## config.mk

```make
export PLATFORM = sky130hd
export DESIGN_NAME = gpio_keyed_pads
export DESIGN_NICKNAME = d
export VERILOG_FILES = /design/src/rtl/gpio_kp_pkg.sv /design/src/rtl/gpio_kp_lock.sv /design/src/rtl/gpio_kp_bitreg.sv /design/src/rtl/gpio_kp_sync.sv /design/src/rtl/gpio_kp_pad.sv /design/src/rtl/gpio_keyed_pads.sv
export SDC_FILE = /design/constraint.sdc
export NUM_CORES = 1
export LEC_CHECK = 0
export ABC_AREA = 1
export BUFFER_PORTS_ARGS = -buffer_cell sky130_fd_sc_hd__buf_4
export CORE_MARGIN = 2
export CORE_UTILIZATION = 30
export CTS_BUF_LIST = sky130_fd_sc_hd__clkbuf_8
export CTS_CLUSTER_DIAMETER = 150
export DETAILED_ROUTE_END_ITERATION = 8
export SLEW_MARGIN = 15
export SYNTH_ARGS = -nofsm -noshare
export SYNTH_HDL_FRONTEND = slang
export SYNTH_SLANG_ARGS = --single-unit
```

## constraint.sdc

```tcl
create_clock -name clk -period 1.21 [get_ports clk]
set_input_delay 0.1815 -clock clk [delete_from_list [all_inputs] [get_ports clk]]
set_output_delay 0.1815 -clock clk [all_outputs]
set_load 0.005 [all_outputs]
```

## src/rtl/gpio_kp_pkg.sv

```systemverilog
package gpio_kp_pkg;

  localparam int unsigned BUS_W  = 32;
  localparam int unsigned KEY_W  = 16;
  localparam logic [KEY_W-1:0] UNLOCK_KEY = 16'hD42F;

  localparam logic [7:0] OFS_DIN    = 8'h04;
  localparam logic [7:0] OFS_MODE1  = 8'h08;
  localparam logic [7:0] OFS_MODE0  = 8'h0C;
  localparam logic [7:0] OFS_DSET   = 8'h14;
  localparam logic [7:0] OFS_DCLR   = 8'h18;
  localparam logic [7:0] OFS_M1CLR  = 8'h50;
  localparam logic [7:0] OFS_M0SET  = 8'h54;
  localparam logic [7:0] OFS_M0CLR  = 8'h58;

  typedef enum logic [1:0] {
    OP_NONE = 2'd0,
    OP_LOAD = 2'd1,
    OP_SET  = 2'd2,
    OP_CLR  = 2'd3
  } bit_op_e;

  // Next value of a bit vector under one bus operation.
  function automatic logic [BUS_W-1:0] apply_op(input logic [BUS_W-1:0] cur,
                                                input logic [BUS_W-1:0] wd,
                                                input bit_op_e op);
    case (op)
      OP_LOAD: apply_op = wd;
      OP_SET:  apply_op = cur | wd;
      OP_CLR:  apply_op = cur & ~wd;
      default: apply_op = cur;
    endcase
  endfunction

  // Output enable of one pad from its mode pair and data bit.
  function automatic logic drive_en(input logic m1, input logic m0, input logic d);
    case ({m1, m0})
      2'b01:   drive_en = 1'b1;
      2'b10:   drive_en = ~d;
      2'b11:   drive_en = d;
      default: drive_en = 1'b0;
    endcase
  endfunction

  // True when a lock write carries the unlock key.
  function automatic logic key_match(input logic [KEY_W-1:0] k);
    key_match = (k == UNLOCK_KEY);
  endfunction

endpackage

```

## src/rtl/gpio_kp_lock.sv

```systemverilog
module gpio_kp_lock
  import gpio_kp_pkg::*;
(
  input  logic             clk,
  input  logic             rst_n,
  input  logic             we,
  input  logic [KEY_W-1:0] key,
  output logic             active
);

  always_ff @(posedge clk or negedge rst_n) begin
    if (!rst_n) begin
      active <= 1'b0;
    end else if (we) begin
      active <= key_match(key);
    end
  end

endmodule

```

## src/rtl/gpio_kp_bitreg.sv

```systemverilog
module gpio_kp_bitreg
  import gpio_kp_pkg::*;
#(
  parameter int unsigned W = 32
) (
  input  logic         clk,
  input  logic         rst_n,
  input  bit_op_e      op,
  input  logic [W-1:0] wd,
  output logic [W-1:0] q
);

  logic [BUS_W-1:0] nxt_wide;

  always_comb begin
    nxt_wide = apply_op(BUS_W'(q), BUS_W'(wd), op);
  end

  always_ff @(posedge clk or negedge rst_n) begin
    if (!rst_n) begin
      q <= '0;
    end else if (op != OP_NONE) begin
      q <= nxt_wide[W-1:0];
    end
  end

endmodule

```

## src/rtl/gpio_kp_sync.sv

```systemverilog
module gpio_kp_sync #(
  parameter int unsigned W      = 32,
  parameter int unsigned STAGES = 2
) (
  input  logic         clk,
  input  logic         rst_n,
  input  logic [W-1:0] d,
  output logic [W-1:0] q
);

  logic [W-1:0] st [STAGES];

  genvar g;
  generate
    for (g = 0; g < STAGES; g++) begin : g_stage
      always_ff @(posedge clk or negedge rst_n) begin
        if (!rst_n) begin
          st[g] <= '0;
        end else begin
          st[g] <= (g == 0) ? d : st[(g == 0) ? 0 : g - 1];
        end
      end
    end
  endgenerate

  assign q = st[STAGES-1];

endmodule

```

## src/rtl/gpio_kp_pad.sv

```systemverilog
module gpio_kp_pad
  import gpio_kp_pkg::*;
#(
  parameter int unsigned W = 32
) (
  input  logic [W-1:0] mode1,
  input  logic [W-1:0] mode0,
  input  logic [W-1:0] data,
  output logic [W-1:0] oe,
  output logic [W-1:0] out
);

  genvar i;
  generate
    for (i = 0; i < W; i++) begin : g_pin
      assign oe[i]  = drive_en(mode1[i], mode0[i], data[i]);
      assign out[i] = oe[i] & data[i];
    end
  endgenerate

endmodule

```

## src/rtl/gpio_keyed_pads.sv

```systemverilog
module gpio_keyed_pads
  import gpio_kp_pkg::*;
#(
  parameter int unsigned NPINS  = 32,
  parameter int unsigned ADDR_W = 8
) (
  input  logic              clk,
  input  logic              rst_n,
  input  logic [ADDR_W-1:0] bus_addr,
  input  logic              bus_we,
  input  logic [31:0]       bus_wdata,
  output logic [31:0]       bus_rdata,
  input  logic              lock_we,
  input  logic [31:0]       lock_wdata,
  output logic [31:0]       lock_rdata,
  input  logic [NPINS-1:0]  pad_in,
  output logic [NPINS-1:0]  pad_out,
  output logic [NPINS-1:0]  pad_oe
);

  localparam int unsigned SYNC_STAGES = 2;

  // Named internal events
  logic             lock_active;
  bit_op_e          mode0_req, mode1_req;
  bit_op_e          mode0_op, mode1_op, data_op;
  logic [NPINS-1:0] wd_pins;
  logic [NPINS-1:0] mode0_q, mode1_q, data_q, din_q;
  logic             unused_lock_hi;

  assign wd_pins        = bus_wdata[NPINS-1:0];
  assign unused_lock_hi = ^lock_wdata[31:KEY_W];

  // Write decode
  always_comb begin
    mode0_req = OP_NONE;
    mode1_req = OP_NONE;
    data_op   = OP_NONE;
    if (bus_we) begin
      if (bus_addr == ADDR_W'(OFS_MODE1)) mode1_req = OP_LOAD;
      if (bus_addr == ADDR_W'(OFS_M1CLR)) mode1_req = OP_CLR;
      if (bus_addr == ADDR_W'(OFS_MODE0)) mode0_req = OP_LOAD;
      if (bus_addr == ADDR_W'(OFS_M0SET)) mode0_req = OP_SET;
      if (bus_addr == ADDR_W'(OFS_M0CLR)) mode0_req = OP_CLR;
      if (bus_addr == ADDR_W'(OFS_DSET))  data_op   = OP_SET;
      if (bus_addr == ADDR_W'(OFS_DCLR))  data_op   = OP_CLR;
    end
  end

  // Mode writes pass only under a lock opened on an earlier edge
  assign mode0_op = lock_active ? mode0_req : OP_NONE;
  assign mode1_op = lock_active ? mode1_req : OP_NONE;

  gpio_kp_lock u_lock (
    .clk    (clk),
    .rst_n  (rst_n),
    .we     (lock_we),
    .key    (lock_wdata[KEY_W-1:0]),
    .active (lock_active)
  );

  gpio_kp_bitreg #(.W(NPINS)) u_mode0 (
    .clk (clk), .rst_n (rst_n), .op (mode0_op), .wd (wd_pins), .q (mode0_q)
  );

  gpio_kp_bitreg #(.W(NPINS)) u_mode1 (
    .clk (clk), .rst_n (rst_n), .op (mode1_op), .wd (wd_pins), .q (mode1_q)
  );

  gpio_kp_bitreg #(.W(NPINS)) u_data (
    .clk (clk), .rst_n (rst_n), .op (data_op), .wd (wd_pins), .q (data_q)
  );

  gpio_kp_sync #(.W(NPINS), .STAGES(SYNC_STAGES)) u_sync (
    .clk (clk), .rst_n (rst_n), .d (pad_in), .q (din_q)
  );

  gpio_kp_pad #(.W(NPINS)) u_pad (
    .mode1 (mode1_q),
    .mode0 (mode0_q),
    .data  (data_q),
    .oe    (pad_oe),
    .out   (pad_out)
  );

  // Read mux, upper bits zero-extended
  always_comb begin
    bus_rdata = '0;
    if (bus_addr == ADDR_W'(OFS_DIN))   bus_rdata = 32'(din_q);
    if (bus_addr == ADDR_W'(OFS_MODE1)) bus_rdata = 32'(mode1_q);
    if (bus_addr == ADDR_W'(OFS_MODE0)) bus_rdata = 32'(mode0_q);
  end

  assign lock_rdata = {lock_active, 31'b0};

endmodule

```

# Word-level counts from Yosys, hierarchy flattened

Index checks and enable logic that the tools add are counted.
Widths: inputs -> output; s select.

Equality and inequality tests: 114
Mux-type cells: 50
Bitwise operators: 71
Reduce and logical (&&, ||, !) cells: 9

Operators by type and width:

| cell                 | number |
|---|---|
| $pmux 32 s3          | 3 |
| $eq 2x2->1 const B   | 70 |
| $and 32x32->32       | 3 |
| $mux 32              | 3 |
| $or 32x32->32        | 3 |
| $pmux 1 s3           | 32 |
| $eq 2x1->1 const B   | 35 |
| $and 1x1->1          | 32 |
| $not 1->1            | 32 |
| $not 32->32          | 1 |
| $eq 8x7->1 const B   | 3 |
| $mux 2               | 10 |
| $eq 16x16->1 const B | 1 |
| $eq 8x4->1 const B   | 2 |
| $eq 8x5->1 const B   | 2 |
| $reduce_bool 3->1    | 3 |
| $eq 8x3->1 const B   | 1 |
| $reduce_and 2->1     | 3 |
| $reduce_bool 2->1    | 3 |
| $mux 1               | 2 |

Flip-flop bits (word level): 161
Input bits: 108
Output and inout bits: 128
Logic and storage cells: 250

# Depth between registers and ports, before layout

Gate-level depths: netlist (run 1).

Depth after elaboration: 9
Depth in mapped cells: 10
Depth with buffers taken out: 9

# Hierarchy

From an unflattened synthesis (run 1), not the netlist that was laid out.

Cells, all modules: 1,313
Area total of the unflattened synthesis: 9,207.6 sq um

Modules (own cells, without submodules):

| module          | instances | cells each | area an instance (sq um) | sequential area each (sq um) |
|---|---|---|---|---|
| gpio_kp_bitreg  | 3         | 241        | 1,697.9                  | 800.8 |
| gpio_kp_sync    | 1         | 96         | 1,841.8                  | 1,601.5 |
| gpio_keyed_pads | 1         | 219        | 1,169.9                  | 0.0 |
| gpio_kp_pad     | 1         | 256        | 1,001.0                  | 0.0 |
| gpio_kp_lock    | 1         | 19         | 101.3                    | 25.0 |

# Least setup slack after synthesis (run 1)

OpenSTA, ideal clock, no wires.

Path kind: reg-to-reg
Start point: reg u_lock.active
End point: reg u_mode1.q[11]
Setup time: 0.121 ns
Data arrival time: 1.122 ns
Data required time: 1.089 ns
Setup slack: -0.033 ns
Stages on the path, launching flop included: 10
Buffers on the path: 2
Clock period less this slack: 1.243 ns
Path through: dfrtp_1 -> nand2_1 -> inv_2 -> nand3_1 -> inv_2 -> buf_4 -> buf_2 -> nand3_1 -> nand3_1 -> o21ai_1

Longest elaborated chain between the ends: 4
Elaborated cells on any way between the ends: 8
Those cells by class: eq/ne: 3; mux: 2; reduce/logical: 3

RTL lines:

| element                                  | line                  | RTL |
|---|---|---|
| start, declared                          | gpio_kp_lock.sv:8     | `output logic active` |
| start signal, assigned                   | gpio_kp_lock.sv:15    | `active <= key_match(key);` |
| $mux 2 (*)                               | gpio_keyed_pads.sv:52 | `assign mode1_op = lock_active ? mode1_req : OP_NONE;` |
| $eq 2x1->1 or $eq 2x2->1 (tied branches) | gpio_kp_pkg.sv:27     | `case (op)` |
| $reduce_bool 3->1 (no source line)       | -                     |  |
| $reduce_and 2->1 (no source line)        | -                     |  |
| end signal, assigned                     | gpio_kp_bitreg.sv:23  | `q <= nxt_wide[W-1:0];` |
| end, declared                            | gpio_kp_bitreg.sv:10  | `output logic [W-1:0] q` |

Mark *: on every way between the ends. The rest lies on a longest branch, timed or not.
A chain may end at the register's enable or synchronous reset.

# Worst setup path after layout (run 1)

Start point: reg u_data.q[15]
End point: out pad_out[15]

Longest elaborated chain between the ends: 3

RTL lines:

| element                | line                  | RTL |
|---|---|---|
| start, declared        | gpio_kp_bitreg.sv:10  |  |
| start signal, assigned | gpio_kp_bitreg.sv:23  |  |
| $not 1->1              | gpio_kp_pkg.sv:39     | `2'b10: drive_en = ~d;` |
| $pmux 1 s3             | gpio_kp_pkg.sv:37     | `case ({m1, m0})` |
| $and 1x1->1 (*)        | gpio_kp_pad.sv:17     | `assign out[i] = oe[i] & data[i];` |
| end, declared          | gpio_keyed_pads.sv:17 | `output logic [NPINS-1:0] pad_out,` |

Marks and branches as above.

==> results of run 1 <==
## timing repair
item / CTS / global route
pin swaps: 125 / 96
setup endpoints to repair: 161 / 161
hold buffers: 68 / 0
resized for setup: 382 / 220
buffers inserted: 85 / 33
gates cloned: 23 / 5
hold endpoints to repair: 260 / 0
## area by class of cell
cell class                      instances  area (um2)  area share [%]
Clock buffer                           17         234            1.55
Clock inverter                         15         170            1.13
Inverter                              115         452            3.00
Multi-Input combinational cell        657        4770            31.7
Sequential cell                       161        4040            26.8
Tap cell                              335         419            2.78
Timing Repair Buffer                  474        4980            33.1
## logic make-up (layout without fill, tap and decap cells)
kind of cell | count (synthesis) | count (layout) | synth area share [%]
simple gates | 529 | 529 | 28.6
flops | 161 | 161 | 51.6
compound gates | 65 | 65 | 4.17
other cells | 1 | 31 | 0.0480
xor+xnor | 32 | 32 | 3.59
buf+inv | 190 | 621 | 12.0
## tightest hold or removal path, cell delays in order
cell and delay, ns:
buf_4 0.11, nand2_1 0.05, nor2_1 0.04, nand3_1 0.06, o21ai_0 0.07
## final timing paths
check                                           from                         to  slack (ns)
max reg2reg                u_lock.active$_DFFE_PN0P_  u_mode0.q[15]$_DFFE_PN0P_       -0.42
min                                    lock_wdata[3]  u_lock.active$_DFFE_PN0P_        0.09
max in group asynchronous                      rst_n  u_mode0.q[13]$_DFFE_PN0P_        0.49
max                         u_data.q[15]$_DFFE_PN0P_                pad_out[15]       -0.46
min reg2reg                  u_sync.st[33]$_DFF_PN0_      u_sync.q[1]$_DFF_PN0_        0.34
min in group asynchronous                      rst_n   u_data.q[30]$_DFFE_PN0P_        0.19
## power groups by stage
stage	logic, mW	registers, mW	clock network (mW)
floorplan	0.274	5.68	0
global placement	0.795	5.69	0
detailed placement	0.804	5.69	0
CTS	1.13	5.60	4.11
global route	1.32	5.63	4.36
finish	1.21	5.62	4.02
## cells in the final DEF (no fill, tap or decap), drive strengths merged
| master | netlist | layout |
|---|---|---|
| nand3 | 167 | 167 |
| nor2 | 81 | 81 |
| dlygate4sd3 | 0 | 68 |
| nor3 | 2 | 2 |
| inv | 115 | 120 |
| xnor2 | 30 | 30 |
| clkinv | 0 | 10 |
| xor2 | 2 | 2 |
| nand4 | 1 | 1 |
| clkbuf | 4 | 22 |
| conb | 1 | 31 |
| o21ai | 33 | 33 |
| buf | 71 | 401 |
| nand2 | 278 | 278 |
| dfrtp | 161 | 161 |
| a21oi | 32 | 32 |
## per-layer routing
layer  vias up  GRT usage, %
met4         0          7.52
met2       274          40.4
met3        62          3.90
li1       3912             -
met5         -             0
met1      4101          27.9
## sequential cells by signal, summed over array words and instances (netlist names)
signal         cells
u_sync.q          32
u_sync.st         32
u_lock.active      1
u_mode1.q         32
u_data.q          32
u_mode0.q         32
## stage by stage
stage / setup TNS [ns] / hold slack [ns] / std cells / setup slack, ns
global route: -63.45 / 0.0767 / 1774 / -0.562
CTS: -52.68 / 0.0489 / 1754 / -0.464
finish: -52.87 / 0.0851 / 1774 / -0.458
global placement: -44.82 / 0.107 / 1547 / -0.486
floorplan: -0.562 / -0.114 / 1008 / -0.0216
detailed placement: -46.40 / 0.111 / 1547 / -0.486
==> flow_summary.toml, run 1 <==
[synthesis]
ys_types = 24
synth.most_common_cell = "nand2_1"
synthCells = 978
synth-seq-area-share_pct = 51.6
synthTopCellsByArea = "dfrtp_1 (52%), nand2_1 (13%), nand3_1 (11%)"
synthFlopType = "dfrtp_1"
ys_top_cells_by_count = "nand2_1 (274), nand3_1 (166), dfrtp_1 (161)"
synth_top_area_share_pct = 51.6
synth_edf_count = 0
synth_warnings = 0
synth-seq-cells = 161
netlist_area_um2 = 7810
yosys.area.top_type = "dfrtp_1"
avgSynthCellArea_um2 = 7.98
synthArstFlopShare_pct = 100

[clock_tree]
clock_sinks = 161
numCtsBuffers = 17
path_clk_slew_ns = 0.10
clock_path_buffers = 2
cts_tree = "done"
cts.htree.levels = 4
clk_latency_ns = 0.46
cts-root-buf = "clkbuf_8"

[global_route]
grt_overflow = 0
grt_antenna_before_repair = 0
grt_max_degree = 32
grt_usage_pct = 22.7
grt_pass1_vias = 8290
grt_pass1_wl_um = 46400

[placed_design]
placed_area_um2 = 10300
finalWeightedCongestion = 0.804
numPortBuffers = 188
dp_hpwl_um = 16600

[worst_setup_path]
worst-path-buf-inv = 3
cp.required_ns = 1.03
worst-path-stages = 6
max_stage_delay_ns = 0.38
worstSetupStartpointType = "flop"
worst-path-max-fanout = 2
critical_path_class = "flop to output port"
path_cells = "inv_2 -> nand2_2 -> xnor2_2 -> inv_1 -> nor2_1 -> buf_4"
critPathTopFamily = "flip-flops"
worstPathArrival_ns = 1.49
worst_path_max_delay_cell = "dfrtp_1"
worstSetupEndpointType = "output port"
worstRegToRegCells = 11

[floorplan]
initial_utilization_pct = 30.2
core_um2 = 25800
die_area_um2 = 27300
die_h_um = 165
ioPinCount = 236
std_cell_rows = 59
die_x_um = 165

[timing]
slew_viol_final = 0
fin_crit_sh_pct = 138
setup_slack_ns = -0.458
hold_viol = 0
skew_ns = 0.0122
rsz0062_at_grt = "yes"
period_minus_slack_ns = 1.67
setup-violations-final = 161
max_freq_mhz = 600

[detailed_routing]
first_pass_iters = 5
drt-vias-per-instance = 4.71
top_layer_used = "met4"
ant_nets = 0
wl_met1_um = 13200
wirelength_um = 32200
drt_iter0_markers = 424
route.met2.wl_um = 16700
drcViolationCount = 0
met3_length_um = 1370
wl_per_cell_um = 18.2
vias = 8349

[worst_hold_path]
hp-class = "input port to flop"
holdPathStages = 5

[layout]
fillers = 2082
drive_gt1_share_pct = 56.9
area_delta_synth_final_pct = 92.9
fin_area_um2 = 15100
fin_util_pct = 58.3
antenna_cells = 0
final_nets = 1534

[outcome]
status = "finished, violations left"
violations = "setup timing"

[pwr]
power.internal_mw = 7.71
clkPwrFrac_pct = 37.0
power.density_nw_per_um2 = 720
ir_drop_uv = 584
seq_power_share_pct = 51.8
p_switching_mw = 3.14
switching_share_pct = 29.0
combPwrFrac_pct = 11.2
total_power_mw = 10.8
leakagePower_nw = 7.50

[job]
max_cap_violations = 0
No activity file was read; power rests on OpenSTA's default activity.
==> run 2: changes to the inputs <==
==> constraint.sdc (replaced) <==
create_clock -name clk -period 1.21 [get_ports clk]
set_input_delay 0.1815 -clock clk [delete_from_list [all_inputs] [get_ports clk]]
set_output_delay 0.1815 -clock clk [all_outputs]
set_load 0.1 [all_outputs]
==> flow_summary.toml, run 2 (synthesis results as in run 1) <==
[timing]
hold_viol = 0
period_minus_slack_ns = 1.73
setup_tns_ns = -54.60
max_freq_mhz = 579
rsz0062_at_grt = "yes"
setup-violations-final = 161
holdWs_ns = 0.0794
fin_crit_sh_pct = 143
slew_viol_final = 0
skew_ns = 0.0168
setup_slack_ns = -0.517

[pwr]
p_switching_mw = 3.52
power.density_nw_per_um2 = 666
combPwrFrac_pct = 15.5
switching_share_pct = 30.2
leakagePower_nw = 8.81
power.internal_mw = 8.11
clkPwrFrac_pct = 36.2
seq_power_share_pct = 48.3
ir_drop_uv = 582

[layout]
drive_gt1_share_pct = 65.0
area_delta_synth_final_pct = 124
final_common_cell = "buf_4"
multi_input_area_um2 = 5950
final_cell_mix = "buf_4 (183), nand2_1 (136), buf_12 (131)"
final_cells = 1785
seqCellArea_um2 = 4070
antenna_cells = 0
fillers = 1727
final_nets = 1547

[detailed_routing]
drcViolationCount = 1
wl_per_cell_um = 18.9
ant_nets = 0
vias = 8639
drt-vias-per-instance = 4.84
drt_iter0_markers = 468
first_pass_iters = 7
wirelength_um = 33700

[outcome]
violations = "DRC, setup timing"
status = "finished, violations left"

[worst_setup_path]
timing.rr.start = "u_lock.active$_DFFE_PN0P_"
cp.required_ns = 1.03
worst-path-max-fanout = 2
worstSetupEndpointType = "output port"
crit_path_start = "u_data.q[25]$_DFFE_PN0P_"
worstPathArrival_ns = 1.55
r2r_slack_ns = -0.29
critical_path_class = "flop to output port"
worstSetupStartpointType = "flop"

[worst_hold_path]
hp-class = "input port to flop"
hold_path.startpoint = "lock_wdata[3]"

[clock_tree]
path_clk_slew_ns = 0.09
clock_path_buffers = 2
clock_sinks = 161
clk_latency_ns = 0.46
cts.htree.levels = 4
cts-root-buf = "clkbuf_8"
cts_tree = "done"
numCtsBuffers = 17

[global_route]
grt_antenna_before_repair = 0
use_met1_pct = 29.4
grt_usage_pct = 23.4
grt-busiest-layer = "met2"
grt_max_degree = 35
grt_pass1_wl_um = 48200
met2_usage_pct = 41.5
grt_pass1_vias = 8872
grt_overflow = 0
use_met3_pct = 4.47

[floorplan]
std_cell_rows = 59
initial_utilization_pct = 30.2
die_x_um = 165
core_um2 = 25800
die_h_um = 165
die_area_um2 = 27300
ioPinCount = 236

[placed_design]
numPortBuffers = 188
dp_hpwl_um = 17600
place_ws_ns = -0.503
placedCellCount = 1594
finalWeightedCongestion = 0.768

[job]
max_cap_violations = 0
run 2: power groups by stage:
| stage | Sequential (mW) | Combinational (mW) | Clock, mW |
|---|---|---|---|
| floorplan | 5.70 | 0.856 | 0 |
| global route | 5.63 | 1.91 | 4.46 |
| finish | 5.62 | 1.81 | 4.21 |
| CTS | 5.61 | 1.69 | 4.27 |
| detailed placement | 5.71 | 1.42 | 0 |
| global placement | 5.71 | 1.41 | 0 |
run 2: layout make-up:
class	count	share of cell area (%)
repair buffers	487	35.1
multi-input cells	657	34.1
flip-flops and latches	161	23.3
inverters	115	2.84
well taps	335	2.40
clock buffers	18	1.42
clock inverters	12	0.852
run 2: per-layer routing:
layer / wire, um / part of all wire [%] / vias up
met5: 0 / 0 / -
li1: - / - / 3933
met3: 2000 / 5.9 / 79
met4: 917 / 2.7 / 0
met2: 17800 / 53 / 362
met1: 13000 / 39 / 4265
run 2: path summary, 6_finish.rpt:
path | cells after the start | to
max | 6 | pad_out[25]
min | 5 | u_lock.active$_DFFE_PN0P_
max reg2reg | 10 | u_mode0.q[29]$_DFFE_PN0P_
min reg2reg | 0 | u_sync.q[27]$_DFF_PN0_
max in group asynchronous | 3 | u_mode0.q[31]$_DFFE_PN0P_
min in group asynchronous | 2 | u_sync.q[26]$_DFF_PN0_
run 2: stage by stage:
step	power (mW)	util [%]	area (um2)
final	11.6	67.6	17500
after floorplan	6.56	-	9800
after global placement	7.12	48.0	12400
after CTS	11.6	63.6	16400
after detailed placement	7.14	48.0	12400
after global routing	12.0	67.6	17500
run 2: what timing repair did:
item                                    CTS  global route
pin swaps                                95           106
cloned                                   17             4
endpoints found under the hold margin   257             0
resized for setup                       551           186
buffers inserted                         37            55
endpoints found under the setup margin  161           161
hold buffers                             68             0
run 2: worst max-delay path, stage by stage, from the launching register on:
cell     delay [ns]
dfrtp_1        0.40
inv_2          0.09
nand2_4        0.07
xnor2_4        0.19
inv_2          0.07
nor2_4         0.10
buf_12         0.18
